## src/rtl/fnd_pkg.sv

```systemverilog
package fnd_pkg;

  // Width of the reference down-counter; holds the largest reload (383).
  localparam int REF_W = 9;

  typedef enum logic [1:0] {
    REF_Q280 = 2'b00,
    REF_Q288 = 2'b01,
    REF_Q256 = 2'b10,
    REF_Q384 = 2'b11
  } ref_code_e;

  // Reload value is the divisor minus one (the counter counts down to zero).
  function automatic logic [REF_W-1:0] ref_reload(input logic [1:0] code);
    logic [REF_W-1:0] r;
    case (ref_code_e'(code))
      REF_Q280: r = REF_W'(279);
      REF_Q288: r = REF_W'(287);
      REF_Q256: r = REF_W'(255);
      default:  r = REF_W'(383);
    endcase
    return r;
  endfunction

endpackage

```

## src/rtl/fnd_frac_accum.sv

```systemverilog
module fnd_frac_accum #(
  parameter int FRAC_W = 2
) (
  input  logic              clk,
  input  logic              rst,
  input  logic              step,
  input  logic [FRAC_W-1:0] frac,
  output logic              carry
);

  logic [FRAC_W-1:0] acc_q;
  logic [FRAC_W:0]   sum;

  assign sum   = {1'b0, acc_q} + {1'b0, frac};
  assign carry = sum[FRAC_W];

  always_ff @(posedge clk) begin
    if (rst) begin
      acc_q <= '0;
    end else if (step) begin
      acc_q <= sum[FRAC_W-1:0];
    end
  end

  // The residue may only move on a terminal count of the feedback counter.
  AST_ACC_HOLD: assert property (@(posedge clk) disable iff (rst)
    !step |=> $stable(acc_q)) else $error("accumulator moved without step");

endmodule

```

## src/rtl/fnd_down_counter.sv

```systemverilog
module fnd_down_counter #(
  parameter int W = 13
) (
  input  logic         clk,
  input  logic         rst,
  input  logic         adv,
  input  logic [W-1:0] load_val,
  output logic         tc,
  output logic         pulse,
  output logic [W-1:0] count
);

  logic [W-1:0] cnt_q;

  assign tc    = adv && (cnt_q == '0);
  assign count = cnt_q;

  always_ff @(posedge clk) begin
    if (rst) begin
      cnt_q <= '0;
      pulse <= 1'b0;
    end else begin
      pulse <= tc;
      if (tc) begin
        cnt_q <= load_val;
      end else if (adv) begin
        cnt_q <= cnt_q - W'(1);
      end
    end
  end

  AST_CNT_HOLD: assert property (@(posedge clk) disable iff (rst)
    !adv |=> $stable(cnt_q)) else $error("counter moved without strobe");

  AST_PULSE_AFTER_EVENT: assert property (@(posedge clk) disable iff (rst)
    pulse |-> $past(adv)) else $error("pulse without a preceding strobe");

endmodule

```

## src/rtl/fnd_main_divider.sv

```systemverilog
module fnd_main_divider #(
  parameter int INT_W  = 13,
  parameter int FRAC_W = 2,
  localparam int SF_W  = INT_W + FRAC_W
) (
  input  logic            clk,
  input  logic            rst,
  input  logic            rf_en,
  input  logic [SF_W-1:0] factor,
  output logic            fb_pulse
);

  logic [INT_W-1:0]  n_int;
  logic [FRAC_W-1:0] frac;
  logic              tc;
  logic              carry;
  logic [INT_W-1:0]  load_val;
  logic [INT_W-1:0]  count;

  assign n_int = factor[SF_W-1:FRAC_W];
  assign frac  = factor[FRAC_W-1:0];

  // Period is load+1 strobes: N-1 for N, N for N+1.
  assign load_val = n_int - INT_W'(1) + INT_W'(carry);

  fnd_frac_accum #(.FRAC_W(FRAC_W)) u_accum (
    .clk   (clk),
    .rst   (rst),
    .step  (tc),
    .frac  (frac),
    .carry (carry)
  );

  fnd_down_counter #(.W(INT_W)) u_cnt (
    .clk      (clk),
    .rst      (rst),
    .adv      (rf_en),
    .load_val (load_val),
    .tc       (tc),
    .pulse    (fb_pulse),
    .count    (count)
  );

  // The value loaded at a terminal count is the one presented on that edge.
  AST_MAIN_RELOAD: assert property (@(posedge clk) disable iff (rst)
    fb_pulse |-> count == $past(load_val)) else $error("wrong feedback reload");

endmodule

```

## src/rtl/fnd_ref_divider.sv

```systemverilog
module fnd_ref_divider
  import fnd_pkg::*;
(
  input  logic       clk,
  input  logic       rst,
  input  logic       ref_en,
  input  logic [1:0] sel,
  output logic       ref_pulse
);

  logic             tc;
  logic [REF_W-1:0] load_val;
  logic [REF_W-1:0] count;

  assign load_val = ref_reload(sel);

  fnd_down_counter #(.W(REF_W)) u_cnt (
    .clk      (clk),
    .rst      (rst),
    .adv      (ref_en),
    .load_val (load_val),
    .tc       (tc),
    .pulse    (ref_pulse),
    .count    (count)
  );

  AST_REF_LOAD_SET: assert property (@(posedge clk) disable iff (rst)
    ref_pulse |-> (count == REF_W'(279) || count == REF_W'(287) ||
                   count == REF_W'(255) || count == REF_W'(383)))
    else $error("reference reload outside divisor set");

endmodule

```

## src/rtl/fnd_divider.sv

```systemverilog
module fnd_divider #(
  parameter int INT_W  = 13,
  parameter int FRAC_W = 2,
  localparam int SF_W  = INT_W + FRAC_W
) (
  input  logic            clk,
  input  logic            rst,
  input  logic            rf_en,
  input  logic            ref_en,
  input  logic [SF_W-1:0] scale_factor,
  input  logic [1:0]      ref_sel,
  input  logic            test_mode,
  output logic            fb_pulse,
  output logic            ref_pulse,
  output logic            mon_fb,
  output logic            mon_ref
);

  fnd_main_divider #(.INT_W(INT_W), .FRAC_W(FRAC_W)) u_main (
    .clk      (clk),
    .rst      (rst),
    .rf_en    (rf_en),
    .factor   (scale_factor),
    .fb_pulse (fb_pulse)
  );

  fnd_ref_divider u_ref (
    .clk       (clk),
    .rst       (rst),
    .ref_en    (ref_en),
    .sel       (ref_sel),
    .ref_pulse (ref_pulse)
  );

  assign mon_fb  = test_mode & fb_pulse;
  assign mon_ref = test_mode & ref_pulse;

  AST_FB_NEEDS_RF: assert property (@(posedge clk) disable iff (rst)
    fb_pulse |-> $past(rf_en)) else $error("feedback pulse without RF strobe");

  AST_REF_NEEDS_REF: assert property (@(posedge clk) disable iff (rst)
    ref_pulse |-> $past(ref_en)) else $error("reference pulse without strobe");

endmodule

```

## config.mk

```make
export PLATFORM = sky130hd
export DESIGN_NAME = fnd_divider
export DESIGN_NICKNAME = d
export VERILOG_FILES = /design/src/rtl/fnd_pkg.sv /design/src/rtl/fnd_frac_accum.sv /design/src/rtl/fnd_down_counter.sv /design/src/rtl/fnd_main_divider.sv /design/src/rtl/fnd_ref_divider.sv /design/src/rtl/fnd_divider.sv
export SDC_FILE = /design/constraint.sdc
export NUM_CORES = 1
export LEC_CHECK = 0
export ABC_AREA = 1
export BUFFER_PORTS_ARGS = -buffer_cell sky130_fd_sc_hd__buf_2
export CORE_MARGIN = 3
export CORE_UTILIZATION = 54
export CTS_BUF_LIST = sky130_fd_sc_hd__clkbuf_8
export DETAILED_ROUTE_END_ITERATION = 10
export PLACE_DENSITY = 0.84
export SYNTH_ARGS = -nofsm -noshare
export SYNTH_HDL_FRONTEND = slang
export SYNTH_SLANG_ARGS = --single-unit
```

## constraint.sdc

```tcl
create_clock -name clk -period 1.9 [get_ports clk]
set_input_delay 0.475 -clock clk [delete_from_list [all_inputs] [get_ports clk]]
set_output_delay 0.475 -clock clk [all_outputs]
set_load 0.02 [all_outputs]
```

==> results by group, run 1 <==
Clock network
  • Clk sinks: 26
  • Reg clk slew, reported paths: 90 ps
  • CTS tree: yes
  • Post-CTS setup buffer count: 0
  • H-Tree Level Count: 1
  • Total CTS buffers: 3
  • Clock root buffer: clkbuf_8
  • CTS Buffer Depth: 2
  • Worst-Skew Late Latency: 270 ps

Finish
  • Final core occ: 65.5%
  • Most frequent cells in the layout: 67 x nand2_1, 46 x inv_1, 44 x nand3_1
  • Fin nets: 372
  • P&R area growth vs syn: 15.0%
  • Final non-filler cell total: 387
  • Commonest non-fill, non-tap cell in the layout: nand2_1
  • Share of cells above drive strength 1: 18.8%
  • Ant diodes: 0

Placed design
  • Input/output buffers: 25
  • DPL Wire Length: 3380 µm
  • GP Congestion: 0.865
  • Placed Cells: about 380

Yosys
  • Yosys cell types: 28
  • EDFF count, synth: 0
  • Yosys reg bits: 26
  • Post-Synthesis Cell Area: around 1900 µm²
  • Syn nets: 345
  • Syn Area/Cell: 6.18 µm²
  • Async SR Flop Fraction: 0%
  • Post-synthesis cell count: 315
  • Ys Warns: 0
  • Seq/Total Area, Yosys: 26.8%
  • Most common flop cell mapped by yosys: dfxtp_1

GRT
  • GRT Total Usage: 21.2%
  • Pin count of the biggest net entering global routing: 15
  • First-pass GRT wire length: about 7300 µm
  • Vias in the first global route: 1737
  • Initial antenna violation count: 0
  • GRT Residual Overflow: 0

Setup path
  • R2r worst-path depth: 12
  • R2r setup slk: 60 ps
  • Worst r2r src: u_main.u_accum.acc_q[0]
  • Worst setup startpoint: u_main.u_accum.acc_q[0]
  • CP startpoint kind: register
  • CP cell instances: ha_4 > inv_2 > fa_2 > ha_4 > ha_4 > nand2_1 > nand2_1 > o21ai_0 > nand2_2 > nand3_1 > o211ai_1 > inv_1
  • Worst flop-to-flop path endpoint: u_main.u_cnt.count[4]
  • CP Class: register to register
  • Slowest library cell on the worst path: fa_2
  • CP max FO: 4
  • CP endpoint kind: register
  • Top delay family on crit path: adder cells
  • CP Data Required Time: 2130 ps
  • CP Depth: 12
  • Top cell by count, worst path: ha_4
  • Crit path buffers/inverters: 2
  • Crit-path max cell delay: 380 ps
  • CP arrival: 2070 ps

Floorplan
  • Die X: about 66 µm
  • Floorplan row count: 21
  • Core Region: between 3000 and 4000 µm²
  • Starting density of the core: 57.0%
  • Die Span Y: around 66 µm
  • Die area: 4360 µm²
  • I/O pins: 26

Worst hold path
  • Min-delay src: ref_sel[0]
  • WHS Endpoint: u_ref.u_cnt.count[3]
  • Hold Crit Class: primary input to register
  • Hold Path Stages: 3

Timing
  • Final Setup Violations: 0
  • Final Hold Viols: 0
  • Fmax achieved: approximately 0.54 GHz
  • Minimum clock period: 1840 ps
  • Max_slew headroom: about 80%
  • Worst Skew: 4.20 ps
  • Sum Neg Setup Slack: 0 ps
  • RSZ-0062 raised after global routing: true
  • Fin. max-slew vios: 0
  • Fin crit share: 97.0%
  • Worst-Margin Slew: around 290 ps

Routing
  • Starting DRT DRC Count: about 110
  • Detailed-route via count: a little over 2k
  • Vias per cell: 5.24
  • Drt pass-1 iters: 5
  • Routed WL per cell: 11.3 µm
  • Total routed wirelength: 4380 µm
  • Drt drc: 0
  • Antenna Nets Post-Route: 0

Power
  • Pwr dens: between 800 and 900 nW/µm²
  • Total chip power: 1.79 mW
  • P_leak: 1.13 nW
  • Peak supply drop: 0.663 mV

Run
  • Max-Cap Viols: 0

Run status
  • Run status: finished clean
cell usage after synthesis, types with 2 or more instances:
cell type   n  area, µm²
nand2_1    69        259
inv_1      47        176
nand3_1    45        225
nor2_1     44        165
dfxtp_1    26        521
a21oi_1    17       85.1
o21ai_0    11       55.1
xor2_1     10       87.6
ha_1        7       87.6
nand2_2     5       31.3
nor2_4      5       56.3
inv_2       4       15.0
nor2_2      4       25.0
o211ai_1    3       22.5
buf_4       2       15.0
clkbuf_1    2       7.51
nand3_2     2       20.0
nor3_1      2       10.0
layer usage:
metal  vias to the layer above  GRT usage [%]  part of all wire, %
met5                         -              0                    0
met4                         0           4.82                 0.84
met3                         4           3.74                  5.0
met2                        68           35.8                   48
met1                       917           28.1                   46
li1                       1040              -                    -
per-stage QoR:
step / hold WS (ps) / setup WS [ps] / instance area (µm²)
finish: 471 / 56.5 / 2240
global route: 478 / -53.2 / 2240
CTS: 463 / 57.1 / 2190
detailed placement: 474 / -184 / 2140
global placement: 468 / -154 / 2140
floorplan: 458 / 11.5 / 1970
how the worst max path moves through the flow:
stage / end / slack [ps]
after floorplan: u_main.u_cnt.count[8] / 10
after global placement: u_main.u_cnt.count[12] / -150
after detailed placement: u_main.u_cnt.count[12] / -180
after CTS: u_main.u_cnt.count[8] / 60
after global routing: u_main.u_cnt.count[8] / -50
final: u_main.u_cnt.count[4] / 60
registers in the layout, summed over array words and instances, names as in the netlist:
register and flops:
u_main.u_cnt.count 13, u_ref.u_cnt.count 9, u_main.u_accum.acc_q 2, u_main.u_cnt.pulse 1, u_ref.u_cnt.pulse 1
where the power goes:
part / switching (mW) / internal, mW
registers: 0.0683 / 0.620
logic: 0.463 / 0.276
clock network: 0.180 / 0.185
total: 0.712 / 1.08
kinds of logic after synthesis:
| kind of cell | share of synthesized area, % |
|---|---|
| compound gates | 9.32 |
| xor+xnor | 4.95 |
| fa+ha+maj | 5.53 |
| buf+inv | 12.0 |
| flops | 26.8 |
| simple gates | 41.5 |
area by class of cell:
class                      instances  area (µm²)
clock buffer                       4        55.1
timing repair buffer              28         148
tap                               46        57.6
multi-input combinational        231        1260
sequential                        26         522
fill                             331        1180
inverter                          52         195
what timing repair did:
action / in CTS / in global routing
setup endpoints to repair: 0 / 9
gates resized for setup: 0 / 11
hold buffers: 0 / 0
hold endpoints to repair: 0 / 0
worst register-to-register path, stage by stage, from the launching register on:
cell and delay (ps):
dfxtp_2 360, ha_4 130, inv_2 30, fa_2 380
ha_4 180, ha_4 170, nand2_1 90, nand2_1 50
o21ai_0 110, nand2_2 80, nand3_1 70, o211ai_1 80
inv_1 60
Note: power is estimated with default switching activity, not from simulation.
==> inputs of run 2 (changes only) <==
--- a/config.mk
+++ b/config.mk
@@ -7,11 +7,13 @@
 export LEC_CHECK = 0
 export ABC_AREA = 1
 export BUFFER_PORTS_ARGS = -buffer_cell sky130_fd_sc_hd__buf_2
+export CELL_PAD_IN_SITES_DETAIL_PLACEMENT = 1
+export CELL_PAD_IN_SITES_GLOBAL_PLACEMENT = 2
 export CORE_MARGIN = 3
-export CORE_UTILIZATION = 54
+export CORE_UTILIZATION = 29
 export CTS_BUF_LIST = sky130_fd_sc_hd__clkbuf_8
 export DETAILED_ROUTE_END_ITERATION = 10
-export PLACE_DENSITY = 0.84
+export PLACE_DENSITY = 0.85
 export SYNTH_ARGS = -nofsm -noshare
 export SYNTH_HDL_FRONTEND = slang
 export SYNTH_SLANG_ARGS = --single-unit
==> results by group, run 2 (synthesis gave the netlist of run 1 again) <==
Placed design
  • Input/output buffers: 25
  • GP Congestion: ~0.8
  • DPL Wire Length: 4480 µm
  • Dpl cell area: 2200 µm²

Clock network
  • Clk sinks: 26
  • # hold bufs at CTS: 0
  • Clock root buffer: clkbuf_8
  • Total CTS buffers: 3
  • Worst-Skew Late Latency: ~280 ps
  • CTS Buffer Depth: 2
  • CTS tree: yes
  • H-Tree Level Count: 1
  • Reg clk slew, reported paths: approximately 100 ps

Power
  • P_leak: 1.16 nW
  • Pwr dens: 826 nW/µm²
  • Peak supply drop: between 0.3 and 0.4 mV
  • Total chip power: 1.94 mW

GRT
  • GRT Residual Overflow: 0
  • First-pass GRT wire length: 9240 µm
  • Pin count of the biggest net entering global routing: 17
  • Initial antenna violation count: 0
  • GRT Total Usage: 15.1%
  • Vias in the first global route: approximately 1.9k

Finish
  • Max reg flops: 13
  • Most frequent cells in the layout: 66 x nand2_1, 46 x inv_1, 42 x nand3_1
  • P&R area growth vs syn: 20.7%
  • Final core occ: 36.6%
  • Ant diodes: 0
  • Final Cell Area: 2350 µm²
  • Share of cells above drive strength 1: between 20% and 30%
  • Fill cell count: 869
  • Commonest non-fill, non-tap cell in the layout: nand2_1
  • Fin nets: 376

Routing
  • Routed WL per cell: between 10 and 15 µm
  • Drt drc: 0
  • Total routed wirelength: between 5000 and 6000 µm
  • Detailed-route via count: 2013
  • Starting DRT DRC Count: 78
  • Vias per cell: around 4.8
  • Antenna Nets Post-Route: 0
  • Drt pass-1 iters: 4

Run
  • Max-Cap Viols: 0

Setup path
  • CP endpoint kind: register
  • Top cell by count, worst path: ha_4
  • Slowest library cell on the worst path: fa_2
  • CP Data Required Time: 2080 ps
  • CP Class: register to register
  • Top delay family on crit path: adder cells
  • CP max FO: 4
  • Crit path buffers/inverters: 2
  • CP cell instances: ha_4 > inv_2 > fa_2 > ha_4 > ha_4 > nand2_4 > nor2_4 > nand2_2 > nand2_1 > nand3_1 > nand3_1 > nand2_1 > inv_1
  • CP arrival: 2020 ps
  • CP startpoint kind: register
  • Crit-path max cell delay: 390 ps

Timing
  • Final hold slack: 478 ps
  • Worst-Margin Slew: 331 ps
  • Minimum clock period: about 1800 ps
  • Worst Skew: 5.18 ps
  • Final Hold Viols: 0
  • Fmax achieved: 0.544 GHz
  • Fin crit share: 96.8%
  • Max_slew headroom: ~78%
  • RSZ-0062 raised after global routing: true
  • Fin. max-slew vios: 0
  • Final Setup Violations: 0

Run status
  • Run status: finished clean

Floorplan
  • Floorplan row count: 29
  • Core Region: 6420 µm²
  • I/O pins: 26
  • Die Span Y: roughly 90 µm
  • Starting density of the core: 30.3%
  • Die X: 87.9 µm
  • Die area: 7730 µm²

Worst hold path
  • Hold Crit Class: primary input to register
run 2: changes by cell type in the layout (fill, tap and decap cells not counted), sizes merged:
cell	previous run	this run
clkbuf	4	3
buf	28	32
bufinv	0	1
run 2: final cells by class:
| class | instances | area [µm²] | area share (%) |
|---|---|---|---|
| repair buffers | 32 | 178 | 7.57 |
| clock inverters | 1 | 30.0 | 1.28 |
| well taps | 77 | 96.3 | 4.10 |
| inverters | 52 | 195 | 8.31 |
| clock buffers | 3 | 41.3 | 1.76 |
| multi-input cells | 231 | 1290 | 54.8 |
| flip-flops and latches | 26 | 522 | 22.2 |
run 2: layer usage:
layer / global-route usage, % / routed length, µm / up-vias
li1: - / - / 1046
met1: 21.5 / 2850 / 948
met2: 24.5 / 2510 / 15
met3: 2.54 / 112 / 4
met4: 2.09 / 44 / 0
met5: 0 / 0 / -
run 2: worst min-delay path, cell delays in order:
cell and delay, ps:
buf_2 90, nor2_1 40, a21oi_1 120
run 2: worst paths after layout:
path	start	endpoint	slack (ps)	cells after the start
worst max register to register	u_main.u_accum.acc_q[0]	u_main.u_cnt.count[8]	60	13
worst max-delay path	u_main.u_accum.acc_q[0]	u_main.u_cnt.count[8]	60	13
worst min register to register	u_main.u_cnt.count[11]	u_main.u_cnt.count[11]	500	2
worst min-delay path	ref_sel[0]	u_ref.u_cnt.count[3]	480	3
run 2: through the flow:
stage / TNS, ps / setup WS, ps / std cells
floorplan: 0 / 11.5 / 315
detailed placement: -1640 / -232 / 417
CTS: 0 / 9.88 / 421
finish: 0 / 60.7 / 422
global route: -201 / -48.0 / 422
global placement: -1340 / -185 / 417
run 2: timing repair:
action,4_1_cts,5_1_grt
buffers inserted,0,1
cloned,0,0
endpoints found under the setup margin,1,9
pin swaps,0,6
resized for setup,1,17
run 2: power breakdown:
part / internal (mW) / total, mW / switching [mW]
clock network: 0.282 / 0.473 / 0.191
registers: 0.620 / 0.688 / 0.0683
logic: 0.288 / 0.779 / 0.492
==> inputs of run 3 (changes only) <==
--- a/config.mk
+++ b/config.mk
@@ -13,7 +13,8 @@
 export CORE_UTILIZATION = 29
 export CTS_BUF_LIST = sky130_fd_sc_hd__clkbuf_8
 export DETAILED_ROUTE_END_ITERATION = 10
-export PLACE_DENSITY = 0.85
+export PLACE_DENSITY = 0.84
 export SYNTH_ARGS = -nofsm -noshare
 export SYNTH_HDL_FRONTEND = slang
+export SYNTH_HIERARCHICAL = 1
 export SYNTH_SLANG_ARGS = --single-unit
==> results by group, run 3 <==
Finish
  • Ant diodes: 0
  • Fill cell count: 928
  • P&R area growth vs syn: 17.5%
  • Commonest non-fill, non-tap cell in the layout: nand2_1
  • Final Cell Area: 2490 µm²
  • Most frequent cells in the layout: 89 x nand2_1, 54 x inv_1, 38 x nand3_1
  • Final non-filler cell total: 467
  • Fin nets: 400
  • Share of cells above drive strength 1: 21.8%
  • Max reg flops: 13
  • Final core occ: between 30% and 40%

Clock network
  • CTS Buffer Depth: 2
  • Total CTS buffers: 3
  • Reg clk slew, reported paths: 100 ps
  • Worst-Skew Late Latency: 270 ps
  • Clock root buffer: clkbuf_8
  • Clk sinks: 26
  • H-Tree Level Count: 1
  • CTS tree: yes

Run
  • Max-Cap Viols: 0

Routing
  • Total routed wirelength: 5270 µm
  • Vias per cell: 4.44
  • Detailed-route via count: 2072
  • Drt pass-1 iters: 4
  • Antenna Nets Post-Route: 0
  • Routed WL per cell: ~11 µm
  • Starting DRT DRC Count: 53
  • Drt drc: 0

Timing
  • RSZ-0062 raised after global routing: true
  • Final Hold Viols: 0
  • Minimum clock period: 1930 ps
  • Fin crit share: 102%
  • Final hold slack: 470 ps
  • Worst Skew: 2.12 ps
  • Fin. max-slew vios: 0
  • Fin worst setup slack: -30.9 ps
  • Fmax achieved: 0.518 GHz
  • Final Setup Violations: 4
  • Sum Neg Setup Slack: -94.2 ps

Yosys
  • Area share of the largest cell type after synthesis: 24.6%
  • Seq/Total Area, Yosys: 24.6%
  • Async SR Flop Fraction: 0%
  • Leading area contributor after synthesis: dfxtp_1
  • Most common flop cell mapped by yosys: dfxtp_1
  • Syn Area/Cell: 6.19 µm²
  • Yosys cell types: 33
  • EDFF count, synth: 0
  • Post-Synthesis Cell Area: 2120 µm²
  • Yosys reg bits: 26
  • Synth top area cells: dfxtp_1 25%, nand2_1 16%, inv_1 10%, nand3_1 9.2%, nor2_2 4.4%
  • Ys Warns: 6
  • Top cells by count, synth: 90 x nand2_1, 57 x inv_1, 39 x nand3_1
  • Post-synthesis cell count: ~340
  • Count leader, synth: nand2_1

Floorplan
  • Die Span Y: roughly 91 µm
  • I/O pins: 26
  • Core Region: 6940 µm²
  • Die X: 91.5 µm
  • Floorplan row count: 30
  • Starting density of the core: 30.5%
  • Die area: 8370 µm²

Power
  • Comb power frac: 48.2%
  • Peak supply drop: around 0.39 mV
  • Internal power: 1.34 mW
  • Total chip power: between 2 and 2.5 mW
  • Sequential share of power: 31.8%
  • Pwr dens: 942 nW/µm²
  • Clock share of power: 20.0%
  • Sw power: 1.00 mW
  • Sw Share: 42.8%
  • P_leak: 1.23 nW

GRT
  • Pin count of the biggest net entering global routing: 16
  • GRT Residual Overflow: 0
  • GRT Total Usage: about an eighth
  • Initial antenna violation count: 0
  • First-pass GRT wire length: between 9000 and 10000 µm
  • Vias in the first global route: 2076

Placed design
  • Dpl cell area: around 2400 µm²
  • Input/output buffers: 25
  • DPL Wire Length: 4300 µm
  • Place WS: -294 ps
  • Placed Cells: about 460
  • GP Congestion: ~0.75

Setup path
  • CP endpoint kind: register
  • CP Class: register to register
  • CP arrival: 2110 ps
  • CP startpoint kind: register
  • CP max FO: 4
  • CP Data Required Time: 2080 ps

Run status
  • Violated checks: negative setup slack
  • Run status: finished with violations

Worst hold path
  • Hold Crit Class: register to register
run 3: changes by cell type in the layout (fill, tap and decap cells not counted), sizes merged, moves of 4 or more:
| cell | before | now |
|---|---|---|
| nor2 | 53 | 44 |
| conb | 0 | 4 |
| nand3b | 1 | 6 |
| nand2 | 74 | 97 |
| inv | 51 | 61 |
| nand4 | 0 | 8 |
| nand3 | 47 | 40 |
| o21ai | 12 | 8 |
run 3: cell families (layout without fill, tap and decap cells):
group / count (synthesis) / after routing / synth area share (%)
AOI/OAI and AO/OA: 30 / 30 / 7.56
xor gates and xnor gates: 10 / 10 / 4.13
adders and majority gates: 6 / 6 / 3.90
buffers and inverters: 72 / 98 / 14.2
DFF: 26 / 26 / 24.6
other: 1 / 4 / 0.177
and+or+nand+nor: 197 / 197 / 45.5
run 3: worst paths after layout:
kind / to / cells past startpoint / start / slack (ps)
min: u_ref/u_cnt/count[8] / 2 / u_ref/u_cnt/count[8] / 470
max reg2reg: u_main/u_cnt/count[6] / 13 / u_main/u_accum/acc_q[0] / -30
min reg2reg: u_ref/u_cnt/count[8] / 2 / u_ref/u_cnt/count[8] / 470
max: u_main/u_cnt/count[6] / 13 / u_main/u_accum/acc_q[0] / -30
run 3: critical path, stage by stage, from the launching register on:
cell and delay, ps:
dfxtp_2 360, ha_4 120, inv_2 30, fa_2 340
inv_2 60, inv_2 40, ha_4 170, ha_4 160
nand2_4 90, nor2_4 50, xor2_1 130, nand3b_1 150
nand3_1 80, a21oi_1 60
run 3: per-layer routing:
layer  part of all wire, %  track usage [%]  up-vias
li1                      -                -     1112
met1                    47             16.5      939
met2                    50             23.1       19
met3                   2.2             2.15        2
met4                  0.55             2.26        0
met5                     0                0        -
run 3: area by class of cell:
type	instances	area, µm²	area share (%)
Inverter	63	238	9.55
Tap cell	96	120	4.82
Timing Repair Buffer	31	174	6.98
Clock buffer	3	41.3	1.66
Multi-Input combinational cell	247	1370	54.8
Sequential cell	26	522	21.0
Clock inverter	1	30.0	1.21
run 3: what timing repair did:
action                     4_1_cts  5_1_grt
gates cloned                     0        0
hold endpoints to repair         0        0
setup endpoints to repair        9       10
pin swaps                        5        5
gates resized for setup          1        4
setup buffers                    0        1
hold buffers                     0        0
run 3: power groups by stage:
stage	Clock, mW	Combinational [mW]	Sequential [mW]
after floorplan	0	0.952	0.739
after global placement	0	1.12	0.756
after detailed placement	0	1.14	0.758
after CTS	0.497	1.15	0.747
after global routing	0.517	1.32	0.764
final	0.470	1.13	0.746
